File: src/rtl/alu_pkg.sv
package alu_pkg;
  typedef enum logic [2:0] {
    OP_AND = 3'b000,
    OP_OR  = 3'b001,
    OP_ADD = 3'b010,
    OP_SUB = 3'b110,
    OP_SLT = 3'b111
  } alu_op_e;

  // bit of the code that turns the adder into a subtractor
  localparam int unsigned SUB_BIT = 2;
endpackage

File: src/rtl/alu_addsub.sv
module alu_addsub #(
  parameter int unsigned WIDTH = 32
) (
  input  logic [WIDTH-1:0] a_i,
  input  logic [WIDTH-1:0] b_i,
  input  logic             sub_i,
  output logic [WIDTH-1:0] sum_o
);
  logic [WIDTH-1:0] b_eff;

  always_comb begin
    b_eff = sub_i ? ~b_i : b_i;
    sum_o = a_i + b_eff + {{(WIDTH-1){1'b0}}, sub_i};
  end
endmodule

File: src/rtl/alu_slt.sv
module alu_slt (
  input  logic a_msb_i,
  input  logic b_msb_i,
  input  logic diff_msb_i,
  output logic lt_o
);
  // differing signs: the negative operand is the smaller one; the difference can overflow
  always_comb begin
    if (a_msb_i != b_msb_i) lt_o = a_msb_i;
    else                    lt_o = diff_msb_i;
  end
endmodule

File: src/rtl/alu_logic.sv
module alu_logic #(
  parameter int unsigned WIDTH = 32
) (
  input  logic [WIDTH-1:0] a_i,
  input  logic [WIDTH-1:0] b_i,
  input  logic             sel_or_i,
  output logic [WIDTH-1:0] y_o
);
  always_comb y_o = sel_or_i ? (a_i | b_i) : (a_i & b_i);
endmodule

File: src/rtl/alu_core.sv
module alu_core
  import alu_pkg::*;
#(
  parameter int unsigned WIDTH = 32
) (
  input  logic             clk,
  input  logic             rst,
  input  logic [WIDTH-1:0] a_i,
  input  logic [WIDTH-1:0] b_i,
  input  logic [2:0]       op_i,
  output logic [WIDTH-1:0] result_o,
  output logic             zero_o
);
  localparam int unsigned MSB = WIDTH - 1;

  logic [WIDTH-1:0] addsub_y;
  logic [WIDTH-1:0] logic_y;
  logic             lt;
  logic [WIDTH-1:0] next_y;

  alu_addsub #(.WIDTH(WIDTH)) u_addsub (
    .a_i   (a_i),
    .b_i   (b_i),
    .sub_i (op_i[SUB_BIT]),
    .sum_o (addsub_y)
  );

  alu_slt u_slt (
    .a_msb_i    (a_i[MSB]),
    .b_msb_i    (b_i[MSB]),
    .diff_msb_i (addsub_y[MSB]),
    .lt_o       (lt)
  );

  alu_logic #(.WIDTH(WIDTH)) u_logic (
    .a_i      (a_i),
    .b_i      (b_i),
    .sel_or_i (op_i[0]),
    .y_o      (logic_y)
  );

  always_comb begin
    unique case (op_i)
      OP_AND, OP_OR:  next_y = logic_y;
      OP_ADD, OP_SUB: next_y = addsub_y;
      OP_SLT:         next_y = {{(WIDTH-1){1'b0}}, lt};
      default:        next_y = '0;
    endcase
  end

  always_ff @(posedge clk) begin
    if (rst) begin
      result_o <= '0;
      zero_o   <= 1'b1;
    end else begin
      result_o <= next_y;
      zero_o   <= (next_y == '0);
    end
  end


  a_r1_and: assert property (@(posedge clk) disable iff (rst)
    (op_i == 3'b000) |=> result_o == $past(a_i & b_i));

  a_r2_or: assert property (@(posedge clk) disable iff (rst)
    (op_i == 3'b001) |=> result_o == $past(a_i | b_i));

  a_r3_add: assert property (@(posedge clk) disable iff (rst)
    (op_i == 3'b010) |=> result_o == $past(a_i + b_i));

  a_r4_sub: assert property (@(posedge clk) disable iff (rst)
    (op_i == 3'b110) |=> result_o == $past(a_i - b_i));

  a_r5_slt: assert property (@(posedge clk) disable iff (rst)
    (op_i == 3'b111) |=> result_o == {{(WIDTH-1){1'b0}}, $past($signed(a_i) < $signed(b_i))});

  a_r6_undef_zero: assert property (@(posedge clk) disable iff (rst)
    (op_i == 3'b011 || op_i == 3'b100 || op_i == 3'b101) |=> (result_o == '0 && zero_o));

  a_r7_zero_flag: assert property (@(posedge clk) disable iff (rst)
    zero_o == (result_o == '0));

  a_r9_reset: assert property (@(posedge clk)
    rst |=> (result_o == '0 && zero_o));
endmodule

File: config.mk
export PLATFORM = sky130hd
export DESIGN_NAME = alu_core
export DESIGN_NICKNAME = d
export VERILOG_FILES = /design/src/rtl/alu_pkg.sv /design/src/rtl/alu_addsub.sv /design/src/rtl/alu_slt.sv /design/src/rtl/alu_logic.sv /design/src/rtl/alu_core.sv
export SDC_FILE = /design/constraint.sdc
export NUM_CORES = 1
export LEC_CHECK = 0
export BUFFER_PORTS_ARGS = -buffer_cell sky130_fd_sc_hd__buf_2
export CORE_MARGIN = 2
export CORE_UTILIZATION = 50
export CTS_BUF_LIST = sky130_fd_sc_hd__clkbuf_4
export CTS_CLUSTER_DIAMETER = 80
export DETAILED_ROUTE_END_ITERATION = 6
export GPL_TIMING_DRIVEN = 0
export PLACE_DENSITY = 0.76
export SETUP_SLACK_MARGIN = 0.1
export SKIP_CTS_REPAIR_TIMING = 1
export SYNTH_ARGS = -nofsm -noshare
export SYNTH_HDL_FRONTEND = slang
export SYNTH_HIERARCHICAL = 1
export SYNTH_SLANG_ARGS = --single-unit
export TNS_END_PERCENT = 10
File: constraint.sdc
create_clock -name clk -period 8.04 [get_ports clk]
set_input_delay 1.608 -clock clk [delete_from_list [all_inputs] [get_ports clk]]
set_output_delay 1.608 -clock clk [all_outputs]
set_load 0.02 [all_outputs]
==> results of run 1 <==
[stage by stage]
stage	cell area, um2	power [uW]
CTS	4500	692
floorplan	3820	483
global route	4500	744
finish	4500	701
global placement	4440	596
detailed placement	4440	600
[sequential cells by signal, summed over array words and instances, names as in the netlist]
name / count
zero_o: 1
result_o: 32
[cells by family after synthesis]
group / Yosys count
compound gates: 144
fa+ha+maj: 66
mux: 1
simple gates: 121
flops: 33
xor+xnor: 62
buf+inv: 30
[worst min-delay path: cells and delay by family]
kind | cells | cell delay (ns)
AOI/OAI and AO/OA | 1 | 0.07
buffers and inverters | 1 | 0.13
and+or+nand+nor | 1 | 0.09
[cells in the mapped netlist, types with 2 or more instances]
master | number | area (um2)
xor2_1 | 44 | 385
nor2_1 | 43 | 161
a21oi_1 | 37 | 185
nand2_1 | 34 | 128
dfxtp_1 | 33 | 661
ha_1 | 33 | 413
a22oi_1 | 31 | 233
maj3_2 | 30 | 338
xnor2_1 | 18 | 158
a21o_1 | 12 | 90.1
o21ai_0 | 11 | 55.1
inv_1 | 9 | 33.8
nand4_1 | 8 | 50.1
nor4_2 | 8 | 100
clkbuf_1 | 7 | 26.3
nor4_1 | 7 | 43.8
o21ai_1 | 6 | 30.0
nand3_1 | 5 | 25.0
o21a_1 | 5 | 37.5
o21bai_1 | 5 | 37.5
a211o_1 | 4 | 35.0
buf_2 | 4 | 20.0
nor3_1 | 4 | 20.0
o211ai_1 | 4 | 30.0
a31oi_1 | 3 | 18.8
buf_1 | 3 | 11.3
buf_4 | 3 | 22.5
buf_6 | 3 | 33.8
nor2b_1 | 3 | 18.8
o21ai_2 | 3 | 26.3
o221ai_1 | 3 | 26.3
a211oi_1 | 2 | 15.0
a21boi_0 | 2 | 15.0
a21oi_2 | 2 | 17.5
and3_1 | 2 | 12.5
maj3_1 | 2 | 20.0
[layout make-up]
cell class	instances	area (um2)
Multi-Input combinational cell	394	3000
Fill cell	691	2830
Sequential cell	33	661
Timing Repair Buffer	100	500
Buffer	21	124
Tap cell	99	124
Clock buffer	5	37.5
Inverter	9	33.8
Clock inverter	3	17.5
[final timing paths]
path              startpoint     endpoint
setup / recovery     op_i[2]       zero_o
hold / removal       op_i[1]  result_o[0]
[cell usage in the layout, fill, tap and decap left out, types with 4 or more instances in the layout]
master,count
clkbuf_4,5
inv_1,9
o21ai_0,11
a211o_1,4
maj3_2,30
xnor2_1,18
a21oi_1,37
a22oi_1,31
o211ai_1,4
nor3_1,4
ha_1,33
nand3_1,5
clkbuf_1,7
o21bai_1,5
xor2_1,44
nor4_2,8
nor4_1,7
dfxtp_1,33
o21a_1,5
o21ai_1,6
nand4_1,8
nand2_1,34
nor2_1,43
buf_2,104
a21o_1,12
[power groups by stage]
| stage | Combinational, uW | Sequential (uW) | Clock, uW |
|---|---|---|---|
| floorplan | 281 | 202 | 0 |
| global placement | 413 | 183 | 0 |
| detailed placement | 417 | 184 | 0 |
| CTS | 419 | 180 | 93.7 |
| global route | 459 | 181 | 104 |
| finish | 428 | 180 | 93.5 |
[per-layer routing]
layer | part of all wire, % | track usage (%) | up-vias | routed length [um]
met4 | 2.8 | 10.6 | 0 | 329
met3 | 6.1 | 3.15 | 23 | 717
met2 | 46 | 43.4 | 173 | 5400
li1 | - | - | 1904 | -
met1 | 45 | 37.9 | 1840 | 5370
met5 | 0 | 0 | - | 0
==> flow_summary.ini, run 1 <==
[place]
dp_cells = 656
dpl.hpwl_um = 9810
globalplace.congestion = 0.943
preCtsSetupSlack_ns = 2.26
port_buffers = 100

[sta]
fmax_mhz = 176
slew_viol_final = 0
rsz0062_at_grt = false
hold_ws_ns = 1.59
hold_viol = 0
worstMarginPinSlew_ns = 0.939
period_share_pct = 70.6
setup_viol = 0
setup_tns_ns = 0
min_period_ns = 5.68
max_slew_margin_pct = 37.4
worst_slack_ns = 2.36

[hold_path]
holdPathStages = 3
worstHoldPathType = primary input to flip-flop

[critical_path]
cp_slowest_cell = buf_1
crit_path_start_kind = primary input
path_cells = buf_2, buf_2, buf_1, xor2_1, ha_1, a21oi_1, o21ai_0, a311oi_2, o21ai_2, a211oi_2, nor2_1, xor2_1, nor4_1, nand4_1, o21ai_1, a41o_1
worstPathMaxFanout = 10
critPathCaptureType = flip-flop
cp.required_ns = 8.32
cp_slowest_stage_delay_ns = 0.72
cp.arrival_ns = 5.95
worst-path-buf-inv = 3
worstSetupPathType = primary input to flip-flop
crit_family = compound AO/OA/AOI/OAI gates
cp.depth = 16

[global_route]
track_usage_pct = 27.4
grt_first_pass_wirelength_um = 18300
overflow = 0
grt_pass1_vias = 3667
antenna_found_initial = 0
grt_max_degree = 12

[final_layout]
syn2layout_area_growth_pct = 17.8
fin_cells = 664
fin_util_pct = 61.4
n_antenna_cell = 0
final_nets = 667
layout-drive-gt1-share_pct = 31.0

[clock_tree]
cts-root-buf = clkbuf_4
cts_made_buffers = 5
htreeDepth = 2
clkTransAtPathRegs_ns = 0.12
cts_tree = yes
clockBufferDepth = 2
cts.sink_count = 33

[synthesis]
synth-adder-area-share_pct = 20.7
synthDistinctLibCells = 60
ys_ff_latch = 33
ys_warn_count = 6
synth_edf_count = 0
synth.cell_area_um2 = 3820
synthMuxAreaShare_pct = 0.360
syn-num-nets = 560
yosysSeqAreaShare_pct = 17.3
synth_simple_gate_area_share_pct = 16.3
async_reset_ff_share_pct = 0
syn_inst = 457
syn-mean-instance-area_um2 = 8.36
synth-main-ff-cell = dfxtp_1
synth-xor-area-share_pct = 14.2
synth_compound_gate_area_share_pct = 27.0
synth_top_family_by_area = compound AO/OA/AOI/OAI gates

[route]
drc = 0
wl_per_cell_um = 17.8
postRouteAntennaNets = 0
first_iter_violations = 199
drt_pass1_iterations = 5
totalWireLength_um = 11800
routed_via_density = 5.93
num_vias = 3940

[power_and_ir_drop]
sw_frac_of_total_pct = 46.6
ir_drop_uv = 56.5
p_sw_uw = 327
combinationalPowerShare_pct = 61.0
clock_power_share_pct = 13.3
power_frac_seq_pct = 25.6
p_int_uw = 374
power_density_nw_per_um2 = 156
leakagePower_uw = 0.00203

[floorplanning]
io_pins = 102
num_rows = 31
die_x_um = 91.4
core_area_um2 = 7330
dieArea_um2 = 8350
die_height_um = 91.4
initial_core_util_pct = 52.1

[flow_run]
cap_violations = 0

[outcome]
status = finished, final reports clean
Note: power is estimated with default switching activity, not from simulation.
==> inputs of run 2 (changes only) <==
PLACE_DENSITY = 0.79   (was 0.76)
clock period = 5.19 ns   (was 8.04 ns; I/O delays follow)
==> run 2 against run 1 <==
Wire length is 1.2% lower. Worst setup slack worse by 2.0 ns. Critical path depth is 1 higher. Non-clock buffer count stayed put. Critical endpoint unchanged. Largest power group unchanged. Highest routed layer unchanged.
==> flow_summary.ini, run 2 (same netlist as run 1, synthesis figures left out) <==
[global_route]
overflow = 0
grt_max_degree = 12
track_usage_pct = 27.6
antenna_found_initial = 0
grt_pass1_vias = 3667
grt_first_pass_wirelength_um = 18600

[clock_tree]
cts_tree = yes
htreeDepth = 2
cts_made_buffers = 5
clockBufferDepth = 2
cts-root-buf = clkbuf_4
clkTransAtPathRegs_ns = 0.11
cts.sink_count = 33

[place]
preCtsSetupSlack_ns = 0.0103
port_buffers = 100
dpl.hpwl_um = 9740
globalplace.congestion = 0.949

[critical_path]
crit_path_start_kind = primary input
worst-path-buf-inv = 4
cp_slowest_cell = buf_1
worstSetupPathType = primary input to flip-flop
worstPathMaxFanout = 10
critPathCaptureType = flip-flop
cp-startpoint = op_i[2]
cp.required_ns = 5.49
cp_slowest_stage_delay_ns = 0.67
path_common_cell = buf_2
cp.arrival_ns = 5.14
path_cells = buf_2, buf_2, buf_1, xor2_1, inv_1, fa_1, nor2b_1, o21bai_4, a21oi_2, o31a_4, o221ai_4, o21a_1, o211a_1, nor4_1, nand4_1, o21ai_1, a41o_1
crit_family = compound AO/OA/AOI/OAI gates

[sta]
fmax_mhz = 207
worst_slack_ns = 0.350
max_slew_margin_pct = 36.8
slew_viol_final = 0
worstMarginPinSlew_ns = 0.947
rsz0062_at_grt = false
setup_viol = 0
setup_tns_ns = 0
min_period_ns = 4.84
period_share_pct = 93.3
hold_viol = 0

[final_layout]
final_common_cell = buf_2
seq_area_um2 = 661
layout-drive-gt1-share_pct = 31.0
final_nets = 667
largest_reg_flops = 32
top_register = result_o
n_antenna_cell = 0
mostFrequentLayoutCells = 104 x buf_2, 44 x xor2_1, 43 x nor2_1, 37 x a21oi_1, 34 x nand2_1
multi_input_area_um2 = 3000
top_regs = result_o: 32 flops, zero_o: 1 flops
fill_cells = 683
syn2layout_area_growth_pct = 17.8

[floorplanning]
initial_core_util_pct = 52.1
num_rows = 31
dieArea_um2 = 8350
die_x_um = 91.4
io_pins = 102
core_area_um2 = 7330
die_height_um = 91.4

[route]
num_vias = 3916
routed_via_density = 5.90
wl_per_cell_um = 17.6
drt_pass1_iterations = 5
totalWireLength_um = 11700
drc = 0
postRouteAntennaNets = 0
first_iter_violations = 188

[hold_path]
worstHoldPathType = primary input to flip-flop
min_to = result_o[22]
holdPathStages = 2
min_from = rst

[outcome]
status = finished, final reports clean

[power_and_ir_drop]
ir_drop_uv = 77.3
power_density_nw_per_um2 = 240
leakagePower_uw = 0.00203

[flow_run]
cap_violations = 0
-- run 2: power breakdown --
part           leakage [uW]  total [uW]  internal [uW]  switching (uW)
Sequential         0.000271         279            274            4.54
Combinational       0.00173         659            254             405
Clock             0.0000310         143           50.9            92.5
Total               0.00203        1080            579             502
-- run 2: how the worst max path moves through the flow --
stage | slack [ns] | cells past startpoint | end
global route | 0.13 | 17 | zero_o
floorplan | 1.01 | 16 | zero_o
detailed placement | 0.01 | 17 | zero_o
finish | 0.35 | 17 | zero_o
global placement | 0.09 | 17 | zero_o
CTS | 0.39 | 17 | zero_o
-- run 2: layout make-up --
class,count,area share [%]
plain buffers,21,2.75
multi-input cells,394,66.7
well taps,99,2.75
clock inverters,3,0.389
repair buffers,100,11.1
clock buffers,5,0.834
inverters,9,0.751
flip-flops and latches,33,14.7
-- run 2: per-layer routing --
| metal | share of wire [%] | GRT usage (%) | vias to the layer above | wire length [um] |
|---|---|---|---|---|
| li1 | - | - | 1908 | - |
| met1 | 46 | 38.6 | 1827 | 5320 |
| met2 | 46 | 44.1 | 155 | 5360 |
| met3 | 6.1 | 3.24 | 26 | 715 |
| met4 | 2.4 | 8.84 | 0 | 282 |
| met5 | 0 | 0 | - | 0 |
-- run 2: per-stage QoR --
| stage | area, um2 | hold WS (ns) | utilization (%) | total power, uW | std cells |
|---|---|---|---|---|---|
| floorplan | 3820 | 1.20 | - | 749 | 457 |
| global placement | 4440 | 1.37 | 60.6 | 918 | 656 |
| detailed placement | 4440 | 1.38 | 60.6 | 927 | 656 |
| CTS | 4500 | 1.03 | 61.4 | 1070 | 664 |
| global route | 4500 | 1.03 | 61.4 | 1150 | 664 |
| finish | 4500 | 1.03 | 61.4 | 1080 | 664 |
==> inputs of run 3 (changes only) <==
CELL_PAD_IN_SITES_DETAIL_PLACEMENT = 1   (was unset)
CELL_PAD_IN_SITES_GLOBAL_PLACEMENT = 1   (was unset)
CORE_UTILIZATION = 37   (was 50)
PLACE_DENSITY = unset   (was 0.79)
PLACE_DENSITY_LB_ADDON = 0.1   (was unset)
==> run 3 against run 2 <==
Total power is 2.0% higher. Sequential power is essentially flat. Utilization down 17 points. Via count is 0.66% lower. Worst setup slack better by 0.015 ns. Design area rose by 1.1%. Worst hold slack better by 0.0060 ns. Non-clock buffer count stayed put. Wire length rose by 14%. Combinational power increased by 2%. Critical endpoint unchanged. Largest power group unchanged.
==> flow_summary.ini, run 3 (same netlist as run 1, synthesis figures left out) <==
[power_and_ir_drop]
clock_power_share_pct = 13.8
p_sw_uw = 516
p_int_uw = 586
ir_drop_uv = 84.1
power_frac_seq_pct = 25.3
leakagePower_uw = 0.00204
sw_frac_of_total_pct = 46.8
combinationalPowerShare_pct = 61.0
power_density_nw_per_um2 = 242

[final_layout]
layout-drive-gt1-share_pct = 31.3
final_common_cell = buf_2
final_nets = 667
n_antenna_cell = 0
largest_reg_flops = 32
top_regs = result_o: 32 flops, zero_o: 1 flops
seq_area_um2 = 661
mostFrequentLayoutCells = 104 x buf_2, 44 x xor2_1, 43 x nor2_1, 37 x a21oi_1, 34 x nand2_1
top_register = result_o
fill_cells = 1302
fin_util_pct = 44.7
multi_input_area_um2 = 3000
final_cell_area_um2 = 4550
syn2layout_area_growth_pct = 19.1

[global_route]
antenna_found_initial = 0
overflow = 0
track_usage_pct = 23.9
grt_pass1_vias = 3965
grt_max_degree = 11
grt_first_pass_wirelength_um = 21000

[clock_tree]
cts.sink_count = 33
clockBufferDepth = 2
cts_made_buffers = 5
htreeDepth = 2
cts-root-buf = clkbuf_4
cts_tree = yes
clkTransAtPathRegs_ns = 0.10

[sta]
hold_viol = 0
worstMarginPinSlew_ns = 0.937
max_slew_margin_pct = 37.5
fmax_mhz = 207
worst_slack_ns = 0.364
setup_viol = 0
slew_viol_final = 0
period_share_pct = 93.0
min_period_ns = 4.83
hold_ws_ns = 1.04
rsz0062_at_grt = false

[critical_path]
crit_family = compound AO/OA/AOI/OAI gates
path_common_cell = buf_2
cp.depth = 16
worst-path-buf-inv = 3
worstSetupPathType = primary input to flip-flop
cp_slowest_cell = buf_1
cp-startpoint = op_i[2]
path_cells = buf_2, buf_2, buf_1, xor2_1, ha_1, nor2b_1, o21bai_4, a21oi_2, o31a_4, o221ai_4, o21a_1, o211a_1, nor4_1, nand4_1, o21ai_1, a41o_1
cp_slowest_stage_delay_ns = 0.72
critPathCaptureType = flip-flop
cp-endpoint = zero_o
cp.required_ns = 5.46
worstPathMaxFanout = 10
cp.arrival_ns = 5.10
crit_path_start_kind = primary input

[hold_path]
min_from = op_i[1]
worstHoldPathType = primary input to flip-flop

[route]
first_iter_violations = 130
drt_pass1_iterations = 4
num_vias = 3890
wl_per_cell_um = 19.0
totalWireLength_um = 13300
drc = 0
postRouteAntennaNets = 0
routed_via_density = 5.55

[place]
globalplace.congestion = 0.898
dpl.hpwl_um = 11200
port_buffers = 100
preCtsSetupSlack_ns = -0.201
dpl_cell_area_um2 = 4490

[outcome]
status = finished, final reports clean

[flow_run]
cap_violations = 0

[floorplanning]
initial_core_util_pct = 37.5
dieArea_um2 = 11200
core_area_um2 = 10200
num_rows = 37
die_x_um = 106
io_pins = 102
die_height_um = 106
[run 3: cell count changes in the layout (fill, tap and decap cells not counted)]
cell / previous run / this run
clkbuf_2: 0 / 2
buf_1: 3 / 1
clkinvlp_4: 1 / 0
clkbuf_4: 5 / 6
[run 3: cell type report]
class | count | area share, %
multi-input combinational | 394 | 66.0
tap | 136 | 3.74
clock inverter | 2 | 0.220
sequential | 33 | 14.5
clock buffer | 6 | 0.990
timing repair buffer | 100 | 11.0
inverter | 9 | 0.743
buffer | 21 | 2.78
[run 3: worst min-delay path by stage]
| stage | to | slack, ns | cells past startpoint |
|---|---|---|---|
| after detailed placement | result_o[0] | 1.39 | 3 |
| final | result_o[0] | 1.04 | 3 |
| after global routing | result_o[0] | 1.02 | 3 |
| after CTS | result_o[0] | 1.03 | 3 |
| after floorplan | result_o[0] | 1.20 | 2 |
| after global placement | result_o[0] | 1.38 | 3 |
[run 3: stage by stage]
| stage | TNS [ns] | cells | total power [uW] |
|---|---|---|---|
| global placement | -0.187 | 693 | 940 |
| finish | 0 | 701 | 1100 |
| global route | 0 | 701 | 1180 |
| detailed placement | -0.220 | 693 | 948 |
| CTS | 0 | 701 | 1100 |
| floorplan | 0 | 457 | 749 |
[run 3: power by group through the flow]
stage | clock, uW | sequential [uW] | combinational [uW]
global route | 171 | 281 | 733
floorplan | 0 | 313 | 436
detailed placement | 0 | 285 | 663
finish | 152 | 278 | 672
global placement | 0 | 284 | 656
CTS | 156 | 279 | 667
[run 3: metal layers]
metal	vias up	global-route usage (%)	part of all wire (%)
met4	0	3.67	0.30
li1	1906	-	-
met1	1889	32.3	47
met2	91	41.6	48
met3	4	2.78	4.4
met5	-	0	0
